### src/rtl/sc_contact_pkg.sv
package sc_contact_pkg;
   localparam int unsigned CTRL_ADDR = 0;
   localparam int unsigned STAT_ADDR = 1;

   localparam int unsigned B_PD   = 0;
   localparam int unsigned B_POL  = 1;
   localparam int unsigned B_REQ  = 2;
   localparam int unsigned B_IE   = 3;
   localparam int unsigned B_RST  = 4;
   localparam int unsigned B_CLS  = 5;

   localparam int unsigned B_FLAG = 0;
   localparam int unsigned B_PRES = 1;

   typedef struct packed {
      logic rst_lvl;
      logic ie;
      logic req;
      logic pol;
      logic pd;
   } ctl_flags_t;
endpackage

### src/rtl/sc_presence_sync.sv
module sc_presence_sync #(
   parameter int unsigned STAGES = 2
) (
   input  logic clk,
   input  logic rst_n,
   input  logic raw_i,
   output logic present_o,
   output logic evt_o,
   output logic fall_o
);
   logic [STAGES-1:0] sh_q;
   logic              prev_q;

   initial assert (STAGES >= 2) else $error("sync chain needs at least two stages");

   generate
      if (STAGES == 2) begin : g_two
         always_ff @(posedge clk or negedge rst_n) begin
            if (!rst_n) sh_q <= '0;
            else        sh_q <= {sh_q[0], raw_i};
         end
      end else begin : g_long
         always_ff @(posedge clk or negedge rst_n) begin
            if (!rst_n) sh_q <= '0;
            else        sh_q <= {sh_q[STAGES-2:0], raw_i};
         end
      end
   endgenerate

   always_ff @(posedge clk or negedge rst_n) begin
      if (!rst_n) prev_q <= 1'b0;
      else        prev_q <= sh_q[STAGES-1];
   end

   assign present_o = sh_q[STAGES-1];
   assign evt_o     = sh_q[STAGES-1] ^ prev_q;
   assign fall_o    = prev_q & ~sh_q[STAGES-1];
endmodule

### src/rtl/sc_ctl_regs.sv
module sc_ctl_regs
   import sc_contact_pkg::*;
#(
   parameter int unsigned ADDR_W  = 2,
   parameter int unsigned DATA_W  = 8,
   parameter int unsigned CLASS_W = 2
) (
   input  logic                clk,
   input  logic                rst_n,
   input  logic                wr_i,
   input  logic [ADDR_W-1:0]   addr_i,
   input  logic [DATA_W-1:0]   wdata_i,
   input  logic                present_i,
   input  logic                evt_i,
   input  logic                fall_i,
   output ctl_flags_t          flags_o,
   output logic [CLASS_W-1:0]  cls_o,
   output logic                flag_o,
   output logic [DATA_W-1:0]   rdata_o
);
   localparam int unsigned CTRL_BITS = B_CLS + CLASS_W;

   initial assert (CTRL_BITS <= DATA_W) else $error("data width too small for control fields");
   initial assert (ADDR_W >= 1) else $error("address width must be at least 1");

   ctl_flags_t         flags_q;
   logic [CLASS_W-1:0] cls_q;
   logic               flag_q;
   logic               wr_ctrl, wr_stat;

   assign wr_ctrl = wr_i && (addr_i == ADDR_W'(CTRL_ADDR));
   assign wr_stat = wr_i && (addr_i == ADDR_W'(STAT_ADDR));

   always_ff @(posedge clk or negedge rst_n) begin
      if (!rst_n) begin
         flags_q <= '{pd: 1'b1, default: 1'b0};
         cls_q   <= '0;
      end else begin
         if (wr_ctrl) begin
            flags_q.pol     <= wdata_i[B_POL];
            flags_q.req     <= wdata_i[B_REQ];
            flags_q.ie      <= wdata_i[B_IE];
            flags_q.rst_lvl <= wdata_i[B_RST];
            flags_q.pd      <= wdata_i[B_PD] | ~present_i | fall_i;
            if (flags_q.pd) cls_q <= wdata_i[B_CLS +: CLASS_W];
         end else if (fall_i) begin
            flags_q.pd <= 1'b1;
         end
      end
   end

   always_ff @(posedge clk or negedge rst_n) begin
      if (!rst_n)                          flag_q <= 1'b0;
      else if (evt_i)                      flag_q <= 1'b1;
      else if (wr_stat && wdata_i[B_FLAG]) flag_q <= 1'b0;
   end

   always_comb begin
      rdata_o = '0;
      if (addr_i == ADDR_W'(CTRL_ADDR)) begin
         rdata_o[B_PD]  = flags_q.pd;
         rdata_o[B_POL] = flags_q.pol;
         rdata_o[B_REQ] = flags_q.req;
         rdata_o[B_IE]  = flags_q.ie;
         rdata_o[B_RST] = flags_q.rst_lvl;
         rdata_o[B_CLS +: CLASS_W] = cls_q;
      end else if (addr_i == ADDR_W'(STAT_ADDR)) begin
         rdata_o[B_FLAG] = flag_q;
         rdata_o[B_PRES] = present_i;
      end
   end

   assign flags_o = flags_q;
   assign cls_o   = cls_q;
   assign flag_o  = flag_q;


   evt_sets_flag_chk: assert property (@(posedge clk) disable iff (!rst_n)
      evt_i |=> flag_q);

   flag_sticky_chk: assert property (@(posedge clk) disable iff (!rst_n)
      (flag_q && !(wr_stat && wdata_i[B_FLAG])) |=> flag_q);

   removal_pd_chk: assert property (@(posedge clk) disable iff (!rst_n)
      fall_i |=> flags_q.pd);

   absent_pd_chk: assert property (@(posedge clk) disable iff (!rst_n)
      !present_i |=> flags_q.pd);

   class_lock_chk: assert property (@(posedge clk) disable iff (!rst_n)
      !$stable(cls_q) |-> $past(flags_q.pd));
endmodule

### src/rtl/sc_contact_drive.sv
module sc_contact_drive #(
   parameter bit OUT_REG = 1'b1
) (
   input  logic clk,
   input  logic rst_n,
   input  logic pd_i,
   input  logic req_i,
   input  logic pol_i,
   input  logic rst_lvl_i,
   input  logic clk_src_i,
   input  logic io_src_i,
   output logic card_clk_o,
   output logic card_io_o,
   output logic card_vcc_o,
   output logic card_rst_o
);
   logic live, clk_d, io_d, vcc_d;

   assign live  = ~pd_i;
   assign clk_d = live & clk_src_i;
   assign io_d  = live & io_src_i;
   assign vcc_d = ~((req_i & live) ^ pol_i);

   generate
      if (OUT_REG) begin : g_reg
         always_ff @(posedge clk or negedge rst_n) begin
            if (!rst_n) begin
               card_clk_o <= 1'b0;
               card_io_o  <= 1'b0;
               card_vcc_o <= 1'b1;
               card_rst_o <= 1'b0;
            end else begin
               card_clk_o <= clk_d;
               card_io_o  <= io_d;
               card_vcc_o <= vcc_d;
               card_rst_o <= rst_lvl_i;
            end
         end


         pd_quiet_chk: assert property (@(posedge clk) disable iff (!rst_n)
            pd_i |=> (!card_clk_o && !card_io_o));

         vcc_off_pol_chk: assert property (@(posedge clk) disable iff (!rst_n)
            (pd_i || !req_i) |=> (card_vcc_o == !$past(pol_i)));

         rst_follow_chk: assert property (@(posedge clk) disable iff (!rst_n)
            pd_i |=> (card_rst_o == $past(rst_lvl_i)));
      end else begin : g_comb
         assign card_clk_o = clk_d;
         assign card_io_o  = io_d;
         assign card_vcc_o = vcc_d;
         assign card_rst_o = rst_lvl_i;
      end
   endgenerate
endmodule

### src/rtl/sc_contact_ctrl.sv
module sc_contact_ctrl
   import sc_contact_pkg::*;
#(
   parameter int unsigned ADDR_W      = 2,
   parameter int unsigned DATA_W      = 8,
   parameter int unsigned CLASS_W     = 2,
   parameter int unsigned SYNC_STAGES = 2,
   parameter bit          OUT_REG     = 1'b1
) (
   input  logic               clk,
   input  logic               rst_n,
   input  logic               reg_wr_i,
   input  logic [ADDR_W-1:0]  reg_addr_i,
   input  logic [DATA_W-1:0]  reg_wdata_i,
   output logic [DATA_W-1:0]  reg_rdata_o,
   input  logic               card_present_i,
   input  logic               clk_src_i,
   input  logic               io_src_i,
   output logic               card_clk_o,
   output logic               card_io_o,
   output logic               card_vcc_o,
   output logic               card_rst_o,
   output logic [CLASS_W-1:0] card_class_o,
   output logic               irq_o
);
   logic       present, evt, fall, flag;
   ctl_flags_t flags;

   sc_presence_sync #(.STAGES(SYNC_STAGES)) u_sync (
      .clk(clk), .rst_n(rst_n), .raw_i(card_present_i),
      .present_o(present), .evt_o(evt), .fall_o(fall)
   );

   sc_ctl_regs #(.ADDR_W(ADDR_W), .DATA_W(DATA_W), .CLASS_W(CLASS_W)) u_regs (
      .clk(clk), .rst_n(rst_n), .wr_i(reg_wr_i), .addr_i(reg_addr_i),
      .wdata_i(reg_wdata_i), .present_i(present), .evt_i(evt), .fall_i(fall),
      .flags_o(flags), .cls_o(card_class_o), .flag_o(flag), .rdata_o(reg_rdata_o)
   );

   sc_contact_drive #(.OUT_REG(OUT_REG)) u_drive (
      .clk(clk), .rst_n(rst_n), .pd_i(flags.pd), .req_i(flags.req),
      .pol_i(flags.pol), .rst_lvl_i(flags.rst_lvl), .clk_src_i(clk_src_i),
      .io_src_i(io_src_i), .card_clk_o(card_clk_o), .card_io_o(card_io_o),
      .card_vcc_o(card_vcc_o), .card_rst_o(card_rst_o)
   );

   assign irq_o = flag & flags.ie;
endmodule

### config.mk
export PLATFORM = sky130hd
export DESIGN_NAME = sc_contact_ctrl
export DESIGN_NICKNAME = d
export VERILOG_FILES = /design/src/rtl/sc_contact_pkg.sv /design/src/rtl/sc_presence_sync.sv /design/src/rtl/sc_ctl_regs.sv /design/src/rtl/sc_contact_drive.sv /design/src/rtl/sc_contact_ctrl.sv
export SDC_FILE = /design/constraint.sdc
export NUM_CORES = 1
export LEC_CHECK = 0
export ABC_AREA = 1
export BUFFER_PORTS_ARGS = -buffer_cell sky130_fd_sc_hd__buf_4
export CORE_MARGIN = 2
export CORE_UTILIZATION = 35
export CTS_CLUSTER_SIZE = 24
export DETAILED_ROUTE_END_ITERATION = 10
export REMOVE_ABC_BUFFERS = 1
export SLEW_MARGIN = 30
export SYNTH_ARGS = -nofsm -noshare
export SYNTH_HDL_FRONTEND = slang
export SYNTH_SLANG_ARGS = --single-unit
### constraint.sdc
create_clock -name clk -period 1.21 [get_ports clk]
set_input_delay 0.121 -clock clk [delete_from_list [all_inputs] [get_ports clk]]
set_output_delay 0.121 -clock clk [all_outputs]
set_load 0.005 [all_outputs]
## Word level (Yosys, flattened, before mapping)

Index checks and enable logic that the tools add are counted.

| storage, ports and cells | value |
|---|---|
| register bits after elaboration | 15 |
| output and inout bits | 15 |
| bits of input ports | 16 |
| logic and storage cells | 40 |

| cells by class | value |
|---|---|
| reduce and logical (&&, ||, !) cells | 7 |
| equality and inequality tests | 1 |
| mux-type cells | 7 |
| bitwise logic cells | 12 |

Operators with widths:

| cell | number |
|---|---|
| bitwise AND 1 bit | 5 |
| two-way mux 5 bit | 1 |
| two-way mux 1 bit | 4 |
| two-way mux 2 bit | 2 |
| nonzero test 2 bit | 2 |
| logical AND 1 bit | 3 |
| NOT 1 bit | 3 |
| == test 2 x 1 -> 1 bit, second input constant | 1 |
| zero test 2 bit | 1 |
| bitwise OR 1 bit | 2 |
| AND reduction 2 bit | 1 |
| bitwise XOR 1 bit | 2 |

## Depth between registers and ports, before layout

Gate-level depths: netlist (run 1).

| logic depth | value |
|---|---|
| depth in word-level cells | 5 |
| gate-level depth with buffers | 6 |
| depth with buffers taken out | 6 |

## Modules after synthesis

From an unflattened synthesis (run 1), not the netlist that was laid out.

| unflattened totals | value |
|---|---|
| cells, all modules | 83 |
| area total of the unflattened synthesis | 681.9 µm² |

By module, submodules not included:

| module | area an instance (µm²) | instances | cells each |
|---|---|---|---|
| sc_ctl_regs | 439.2 | 1 | 61 |
| sc_contact_drive | 140.1 | 1 | 14 |
| sc_presence_sync | 95.1 | 1 | 6 |
| sc_contact_ctrl | 7.5 | 1 | 2 |

## Worst setup path before layout (run 1)

No wires, ideal clock.

| path | value |
|---|---|
| kind | register -> register |
| start point | register u_regs.flags_q (netlist bit u_regs.flags_o[0]) |
| end point | register u_drive.card_vcc_o |
| stages on the path, launching flop included | 4 |
| path slack | 0.330 ns |
| path buffers | 0 |
| data arrival time | 0.806 ns |
| library setup time | 0.075 ns |
| path through | dfstp_2 -> inv_2 -> nand2_1 -> xor2_1 |

| between the ends | value |
|---|---|
| cells in the longest elaborated chain, start to end | 4 |

Ends and longest elaborated chain:

| element | RTL line | text |
|---|---|---|
| start, declared | sc_ctl_regs.sv:26 | `ctl_flags_t flags_q;` |
| NOT 1 bit | sc_contact_drive.sv:19 | `assign live = ~pd_i;` |
| bitwise AND 1 bit | sc_contact_drive.sv:22 | `assign vcc_d = ~((req_i & live) ^ pol_i);` |
| bitwise XOR 1 bit | sc_contact_drive.sv:22 |  |
| NOT 1 bit | sc_contact_drive.sv:22 |  |
| via u_drive.vcc_d | sc_contact_drive.sv:17 | `logic live, clk_d, io_d, vcc_d;` |
| end signal, assigned | sc_contact_drive.sv:35 | `card_vcc_o <= vcc_d;` |
| end, declared | sc_contact_drive.sv:14 | `output logic card_vcc_o,` |

The timed path passes the listed nets, and every way through them passes these cells.
A chain may end at the register's enable or synchronous reset.

## Worst setup path in the final report (run 1)

| path | value |
|---|---|
| start point | register u_regs.flags_q (netlist bit u_regs.flags_o[0]) |
| end point | output reg_rdata_o[0] |

| between the ends | value |
|---|---|
| cells in the longest elaborated chain, start to end | 1 |

Ends and longest elaborated chain:

| element | RTL line | text |
|---|---|---|
| two-way mux 2 bit | sc_ctl_regs.sv:60 | `if (addr_i == ADDR_W'(CTRL_ADDR)) begin` |
| end, declared | sc_contact_ctrl.sv:15 | `output logic [DATA_W-1:0] reg_rdata_o,` |

No other way between the ends.

==> results of run 1 <==
==> cells in the mapped netlist <==
| library cell | number |
|---|---|
| nand2_1 | 23 |
| dfrtp_1 | 13 |
| inv_1 | 12 |
| nor2_1 | 10 |
| nand3_1 | 5 |
| nand4_1 | 3 |
| buf_4 | 2 |
| dfstp_2 | 2 |
| inv_2 | 2 |
| buf_6 | 1 |
| conb_1 | 1 |
| ha_1 | 1 |
| nand3_2 | 1 |
| nor2_2 | 1 |
| o21ai_2 | 1 |
| xor2_1 | 1 |
==> layout make-up <==
type | instances | area [um2] | share of cell area [%]
Sequential cell | 15 | 377.9 | 38.77
Timing Repair Buffer | 35 | 267.8 | 27.47
Multi-Input combinational cell | 47 | 217.7 | 22.34
Inverter | 14 | 52.55 | 5.392
Tap cell | 25 | 31.28 | 3.209
Clock buffer | 3 | 22.52 | 2.311
Clock inverter | 1 | 5.005 | 0.5135
==> metal layers <==
metal / track usage (%) / part of all wire (%)
met2: 26.40 / 50
met1: 16.08 / 42
met3: 5.660 / 6.7
met4: 8.108 / 1.2
met5: 0 / 0
==> registers in the layout (all words and copies together), names as in the netlist <==
name	cells
u_regs.flags_o	5
u_regs.cls_o	2
u_sync.sh_q	2
u_drive.card_clk_o	1
u_drive.card_io_o	1
u_drive.card_rst_o	1
u_drive.card_vcc_o	1
u_regs.flag_o	1
u_sync.prev_q	1
==> per-stage QoR <==
step / util [%] / std cells / area, um2 / power, uW / hold WS [ns]
5_1_grt: 55.25 / 140 / 974.7 / 1193 / 0.03228
4_1_cts: 55.25 / 140 / 974.7 / 1129 / 0.03113
3_5_place_dp: 51.28 / 131 / 904.6 / 838.3 / -0.01446
3_3_place_gp: 51.28 / 131 / 904.6 / 832.8 / -0.01501
6_report: 55.25 / 140 / 974.7 / 1111 / 0.04044
2_1_floorplan: - / 76 / 648.1 / 689.0 / -0.1746
==> timing repair <==
item                       in CTS  in global routing
hold endpoints to repair       16                  0
pin swaps                       1                  0
hold buffers                    2                  0
setup buffers                   3                  0
setup endpoints to repair       1                  1
==> cells by family (layout without fill, tap and decap cells) <==
| family | after synthesis | in the layout | synth area share [%] |
|---|---|---|---|
| AOI/OAI and AO/OA | 1 | 1 | 1.299 |
| buffers and inverters | 17 | 53 | 11.69 |
| and+or+nand+nor | 43 | 43 | 27.27 |
| adders and majority gates | 1 | 1 | 1.855 |
| other | 1 | 1 | 0.5561 |
| DFF | 15 | 15 | 56.03 |
| xor gates and xnor gates | 1 | 1 | 1.299 |
==> power groups by stage <==
stage | registers, uW | logic (uW) | clock network (uW)
after global placement | 609 | 223 | 0
after floorplan | 606 | 83.0 | 0
after CTS | 598 | 244 | 287
final | 597 | 240 | 274
after detailed placement | 611 | 228 | 0
after global routing | 608 | 275 | 310
==> worst min-delay path, cell delays in order <==
cell and delay, ns:
buf_4 0.11, inv_1 0.04, nor2_1 0.03
==> cells in the final DEF (no fill, tap or decap) <==
cell type / netlist / layout
clkbuf_4: 0 / 3
xor2_1: 1 / 1
dlygate4sd3_1: 0 / 2
dfrtp_1: 13 / 13
buf_4: 2 / 33
nand3_1: 5 / 5
inv_1: 12 / 12
nand3_2: 1 / 1
nand2_1: 23 / 23
ha_1: 1 / 1
dfstp_2: 2 / 2
nand4_1: 3 / 3
conb_1: 1 / 1
nor2_1: 10 / 10
o21ai_2: 1 / 1
inv_2: 2 / 2
nor2_2: 1 / 1
clkinv_2: 0 / 1
==> worst paths after layout <==
path / startpoint / endpoint / cells after the start / slack [ns]
worst max-delay path: u_regs.flags_o[0] / reg_rdata_o[0] / 3 / 0.007
worst min-delay path: io_src_i / u_drive.card_io_o / 3 / 0.04
worst max register to register: u_regs.flags_o[0] / u_drive.card_vcc_o / 5 / 0.12
worst min register to register: u_sync.sh_q[0] / u_sync.sh_q[1] / 0 / 0.36
max in group asynchronous: rst_n / u_drive.card_vcc_o / 2 / 0.74
min in group asynchronous: rst_n / u_regs.flag_o / 2 / 0.22
==> key figures, run 1 <==
Timing
  – Final critical-path share of the clock period: 99.42%
  – Setup ws final: 0.007026 ns
  – Highest Clock Rate: 0.8313 GHz
  – RSZ-0062 raised after global routing: yes
  – Final Hold Viols: 0
  – Clk_skew: between 0.005 and 0.006 ns
  – Setup Viol. Count Final: 0
  – Minimum clock period: 1.203 ns
  – Final Slew Violations: 0
  – Setup TNS: 0 ns

Worst setup path
  – WP buf/inv: 2
  – Slowest CP cell: dfstp_2
  – Startpoint types: flip-flop
  – Crit-path max FO: 2
  – CP top delay family: flip-flops
  – Element type at the critical path end: output pin
  – CP Data Required Time: 1.09 ns
  – WS Path Type: reg2out
  – Critical Path, Cell by Cell: inv_2, o21ai_2, buf_4
  – Critical path arrival: 1.08 ns
  – Largest stage delay on the critical path: between 0.5 and 0.6 ns

Logic synthesis
  – Post-synth top area cell: dfrtp_1
  – Cell count after synthesis: 79
  – Syn avg cell area: around 8.5 um2
  – Yosys top cell area share: 48.24%
  – Synth cell types: 16
  – Post-Syn Area: 674.4 um2
  – YS warnings: 0
  – Post-synthesis sequential area ratio: 56.03%
  – Synth Register Bits: 15
  – Top post-synthesis cells by area: dfrtp_1, nand2_1, dfstp_2

Detailed routing
  – Post-detailed-route via-to-cell ratio: about 4.3
  – Routed WL per cell: 9.843 um
  – Via count: approximately 600
  – Final WL: roughly 1400 um
  – Initial DRC Count: 2
  – DRT Pass-1 Iters: 2
  – DRC: 0
  – DRT antenna net count: 0

Power
  – Clock Power Share: between 20% and 30%
  – Internal power: ~800 uW
  – Net switching power: between 200 and 300 uW
  – Combinational Power Share: 21.6%
  – PD cells: between 1000 and 1500 nW/um2
  – Flop pwr share: 53.7%
  – Max VDD drop: about 660 uV
  – Leakage: roughly 0.00055 uW
  – Sw Share: between 20% and 30%

Layout
  – Area grow syn2layout: 44.53%
  – Fill count: between 150 and 200
  – Diodes inserted: 0
  – Share of layout cells above drive strength 1: about two fifths
  – Nets: between 100 and 150

Placement
  – RePlAce Congestion: 0.7589
  – Hpwl dp: between 1000 and 1500 um
  – Pre-CTS worst setup slack: 0.1988 ns
  – # port buffers: 28

Hold path
  – Type of the tightest min-delay check: in2reg

Global route
  – Vias in the first global route: 555
  – First-pass GRT wire length: 2277 um
  – Largest net degree at the start of global routing: 16
  – Global-route usage over all layers: about 15%
  – Antenna violations before repair: 0
  – Remaining Overflow, GRT: 0

CTS
  – CTS buffer count: 3
  – Clock Latency Late Sink: 0.28 ns
  – CTS root buffer: clkbuf_4
  – Post_cts resized: 0
  – Clock tree sinks: 15
  – Clk buf depth: 2
  – Clock transition at path regs: 0.09 ns
  – CTS tree: yes
  – Htree depth: 1

Floorplan
  – Core ar.: 1764 um2
  – Num rows: 15
  – Initial Util: 38.23%
  – Io pins: 31
  – Die height: roughly 48 um
  – Die width: 47.90 um
  – Die ar.: 2294 um2

Run
  – Max Cap Viol: 0

Run status
  – Status: complete, no violations
Power figures use the tool's default switching activity.
==> run 2, diff against run 1 <==
--- a/config.mk
+++ b/config.mk
@@ -5,7 +5,7 @@
 export SDC_FILE = /design/constraint.sdc
 export NUM_CORES = 1
 export LEC_CHECK = 0
-export ABC_AREA = 1
+export ABC_AREA = 0
 export BUFFER_PORTS_ARGS = -buffer_cell sky130_fd_sc_hd__buf_4
 export CORE_MARGIN = 2
 export CORE_UTILIZATION = 35
==> key figures, run 2 <==
Layout
  – Nets: 103 (was 133)
  – Commonest non-fill, non-tap cells in the layout: buf_4, dfrtp_1, and2_1 (was buf_4, nand2_1, dfrtp_1)
  – Design Area, Final: 962.2 um2 (was 974.7 um2)
  – Diodes inserted: 0 (unchanged)
  – Most common cell after layout, fill and taps aside: buf_4 (unchanged)
  – Share of layout cells above drive strength 1: 52.94% (was 38.26%)
  – Max reg flops: 5 (unchanged)
  – Final cell count without fillers: 110 (was 140)
  – Area grow syn2layout: 47.60% (was 44.53%)

Global route
  – Gr busiest metal: met2 (unchanged)
  – GR Util met1: 17.79% (was 16.08%)
  – Largest net degree at the start of global routing: 16 (unchanged)
  – Met3 GRT Util: 3.462% (was 5.660%)
  – Vias in the first global route: 460 (was 555)
  – First-pass GRT wire length: 1987 um (was 2277 um)
  – Antenna violations before repair: 0 (unchanged)
  – Remaining Overflow, GRT: 0 (unchanged)
  – Met2 Usage GRT: 20.00% (was 26.40%)
  – Global-route usage over all layers: 13.56% (was 15.30%)

Placement
  – Pre-CTS worst setup slack: 0.01899 ns (was 0.1988 ns)
  – Dpl cells: 101 (was 131)
  – Placed inst area: 882.1 um2 (was 904.6 um2)
  – # port buffers: 28 (unchanged)
  – Hpwl dp: 946.6 um (was 1039 um)
  – RePlAce Congestion: 0.7455 (was 0.7589)

Logic synthesis
  – Post-synth top area cell: dfrtp_1 (unchanged)
  – Post-synth EDFFs: 0 (unchanged)
  – Post-Syn Area: 651.9 um2 (was 674.4 um2)
  – YS warnings: 0 (unchanged)
  – Post-synthesis sequential area ratio: 57.97% (was 56.03%)
  – Most frequent cell after synthesis: dfrtp_1 (was nand2_1)
  – Synth cell count leaders: dfrtp_1, and2_1, mux2_2, nor2_1, nor2b_1 (was nand2_1, dfrtp_1, inv_1, nor2_1, nand3_1)
  – Ys async rst share: 100.0% (unchanged)
  – Top post-synthesis cells by area: dfrtp_1, mux2_2, dfstp_2 (was dfrtp_1, nand2_1, dfstp_2)
  – Cell count after synthesis: 49 (was 79)
  – Main synth FF type: dfrtp_1 (unchanged)
  – Synth Register Bits: 15 (unchanged)
  – Synth cell types: 17 (was 16)
  – Yosys top cell area share: 49.90% (was 48.24%)
  – Syn avg cell area: 13.30 um2 (was 8.537 um2)

CTS
  – Htree depth: 1 (unchanged)
  – Clk buf depth: 2 (unchanged)
  – CTS tree: yes (unchanged)
  – CTS root buffer: clkbuf_4 (unchanged)
  – Clock tree sinks: 15 (unchanged)
  – Clock transition at path regs: 0.08 ns (was 0.09 ns)
  – Clock Latency Late Sink: 0.27 ns (was 0.28 ns)
  – CTS buffer count: 3 (unchanged)

Detailed routing
  – Final WL: 1267 um (was 1378 um)
  – Via count: 467 (was 596)
  – Initial DRC Count: 0 (was 2)
  – DRC: 0 (unchanged)
  – Post-detailed-route via-to-cell ratio: 4.245 (was 4.257)
  – Routed WL per cell: 11.52 um (was 9.843 um)
  – DRT antenna net count: 0 (unchanged)
  – DRT Pass-1 Iters: 1 (was 2)

Floorplan
  – Io pins: 31 (unchanged)
  – Die width: 47.16 um (was 47.90 um)
  – Core ar.: 1745 um2 (was 1764 um2)
  – Initial Util: 37.35% (was 38.23%)
  – Num rows: 15 (unchanged)
  – Die height: 47.16 um (was 47.90 um)
  – Die ar.: 2224 um2 (was 2294 um2)

Power
  – Design Power: 1149 uW (was 1111 uW)
  – Max VDD drop: 652.7 uV (was 662.7 uV)
  – PD cells: 1194 nW/um2 (was 1139 nW/um2)
  – Leakage: 0.0004782 uW (was 0.0005543 uW)

Run
  – Max Cap Viol: 0 (unchanged)

Timing
  – Highest Clock Rate: 0.7749 GHz (was 0.8313 GHz)
  – Setup Viol. Count Final: 1 (was 0)
  – Setup TNS: -0.08043 ns (was 0 ns)
  – Final critical-path share of the clock period: 106.6% (was 99.42%)
  – Setup ws final: -0.08043 ns (was 0.007026 ns)
  – Final Hold Viols: 0 (unchanged)
  – Clk_skew: 0.003210 ns (was 0.005135 ns)
  – RSZ-0062 raised after global routing: yes (unchanged)
  – Minimum clock period: 1.290 ns (was 1.203 ns)
  – Final Slew Violations: 0 (unchanged)

Worst setup path
  – Startpoint types: flip-flop (unchanged)
  – Worst R2R Path Depth: 2 (was 5)
  – Setup crit end: reg_rdata_o[0] (unchanged)
  – WS Path Type: reg2out (unchanged)
  – Critical path arrival: 1.17 ns (was 1.08 ns)
  – Crit-path max FO: 2 (unchanged)
  – Origin of the worst setup path: u_regs.flags_o[0] (unchanged)
  – Element type at the critical path end: output pin (unchanged)
  – Capturing point of the worst reg2reg path: u_regs.cls_o[1] (was u_drive.card_vcc_o)
  – Reg-to-reg slack, setup: 0 ns (was 0.12 ns)
  – CP Data Required Time: 1.09 ns (about the same)
  – FF-to-FF Start: u_regs.flags_o[0] (unchanged)

Run status
  – Violated checks: negative setup slack
  – Status: complete, but fails checks (was complete, no violations)

Hold path
  – Type of the tightest min-delay check: in2reg (unchanged)
  – Hold Crit Start: clk_src_i (was io_src_i)
## run 2: cell families (layout without fill, tap and decap cells)
logic type	after synthesis	after routing	share of synthesized area, %
flops	15	15	57.97
other cells	1	1	0.5753
buf+inv	4	40	4.031
mux	9	9	14.97
xor+xnor	1	1	1.344
fa+ha+maj	1	1	1.919
compound gates	1	1	0.7670
simple gates	17	17	18.43
## run 2: how the worst min path moves through the flow
stage / to / slack, ns / cells after the start
3_5_place_dp: u_drive.card_io_o / -0.01 / 1
2_1_floorplan: u_drive.card_clk_o / -0.17 / 0
4_1_cts: u_regs.flags_o[2] / 0.06 / 2
3_3_place_gp: u_regs.cls_o[1] / -0.02 / 1
6_report: u_drive.card_clk_o / 0.07 / 2
5_1_grt: u_regs.flags_o[4] / 0.05 / 2
## run 2: final cells by class
type	count	area, um2
fillers	167	783.3
flip-flops and latches	15	377.9
repair buffers	34	264.0
multi-input cells	30	255.2
well taps	25	31.28
clock buffers	4	26.28
inverters	2	7.507
## run 2: critical path: stages, from the launching register on
cell and delay [ns]:
dfstp_2 0.54, buf_6 0.09, mux2i_1 0.05, nor2_1 0.10, buf_4 0.12
## run 2: metrics by stage
| step | hold WS, ns | utilization, % |
|---|---|---|
| final | 0.07053 | 55.13 |
| after global routing | 0.05379 | 55.13 |
| after CTS | 0.05957 | 53.84 |
| after detailed placement | -0.01369 | 50.54 |
| after global placement | -0.01588 | 50.54 |
| after floorplan | -0.1746 | - |
## run 2: timing repair
item | in CTS | in global routing
endpoints found under the hold margin | 16 | 0
buffers inserted | 1 | 2
resized for setup | 1 | 2
hold buffers | 2 | 0
pin swaps | 1 | 1
endpoints found under the setup margin | 1 | 4
## run 2: routing by layer
| layer | part of all wire [%] | wire, um |
|---|---|---|
| met5 | 0 | 0 |
| met1 | 46 | 578 |
| met3 | 8.6 | 109 |
| met4 | 0 | 0 |
| met2 | 46 | 579 |
## run 2: power breakdown
part / internal [uW] / switching [uW] / total (uW)
clock: 128 / 145 / 273
combinational: 183 / 89.6 / 273
sequential: 572 / 31.0 / 603
total: 883 / 266 / 1150
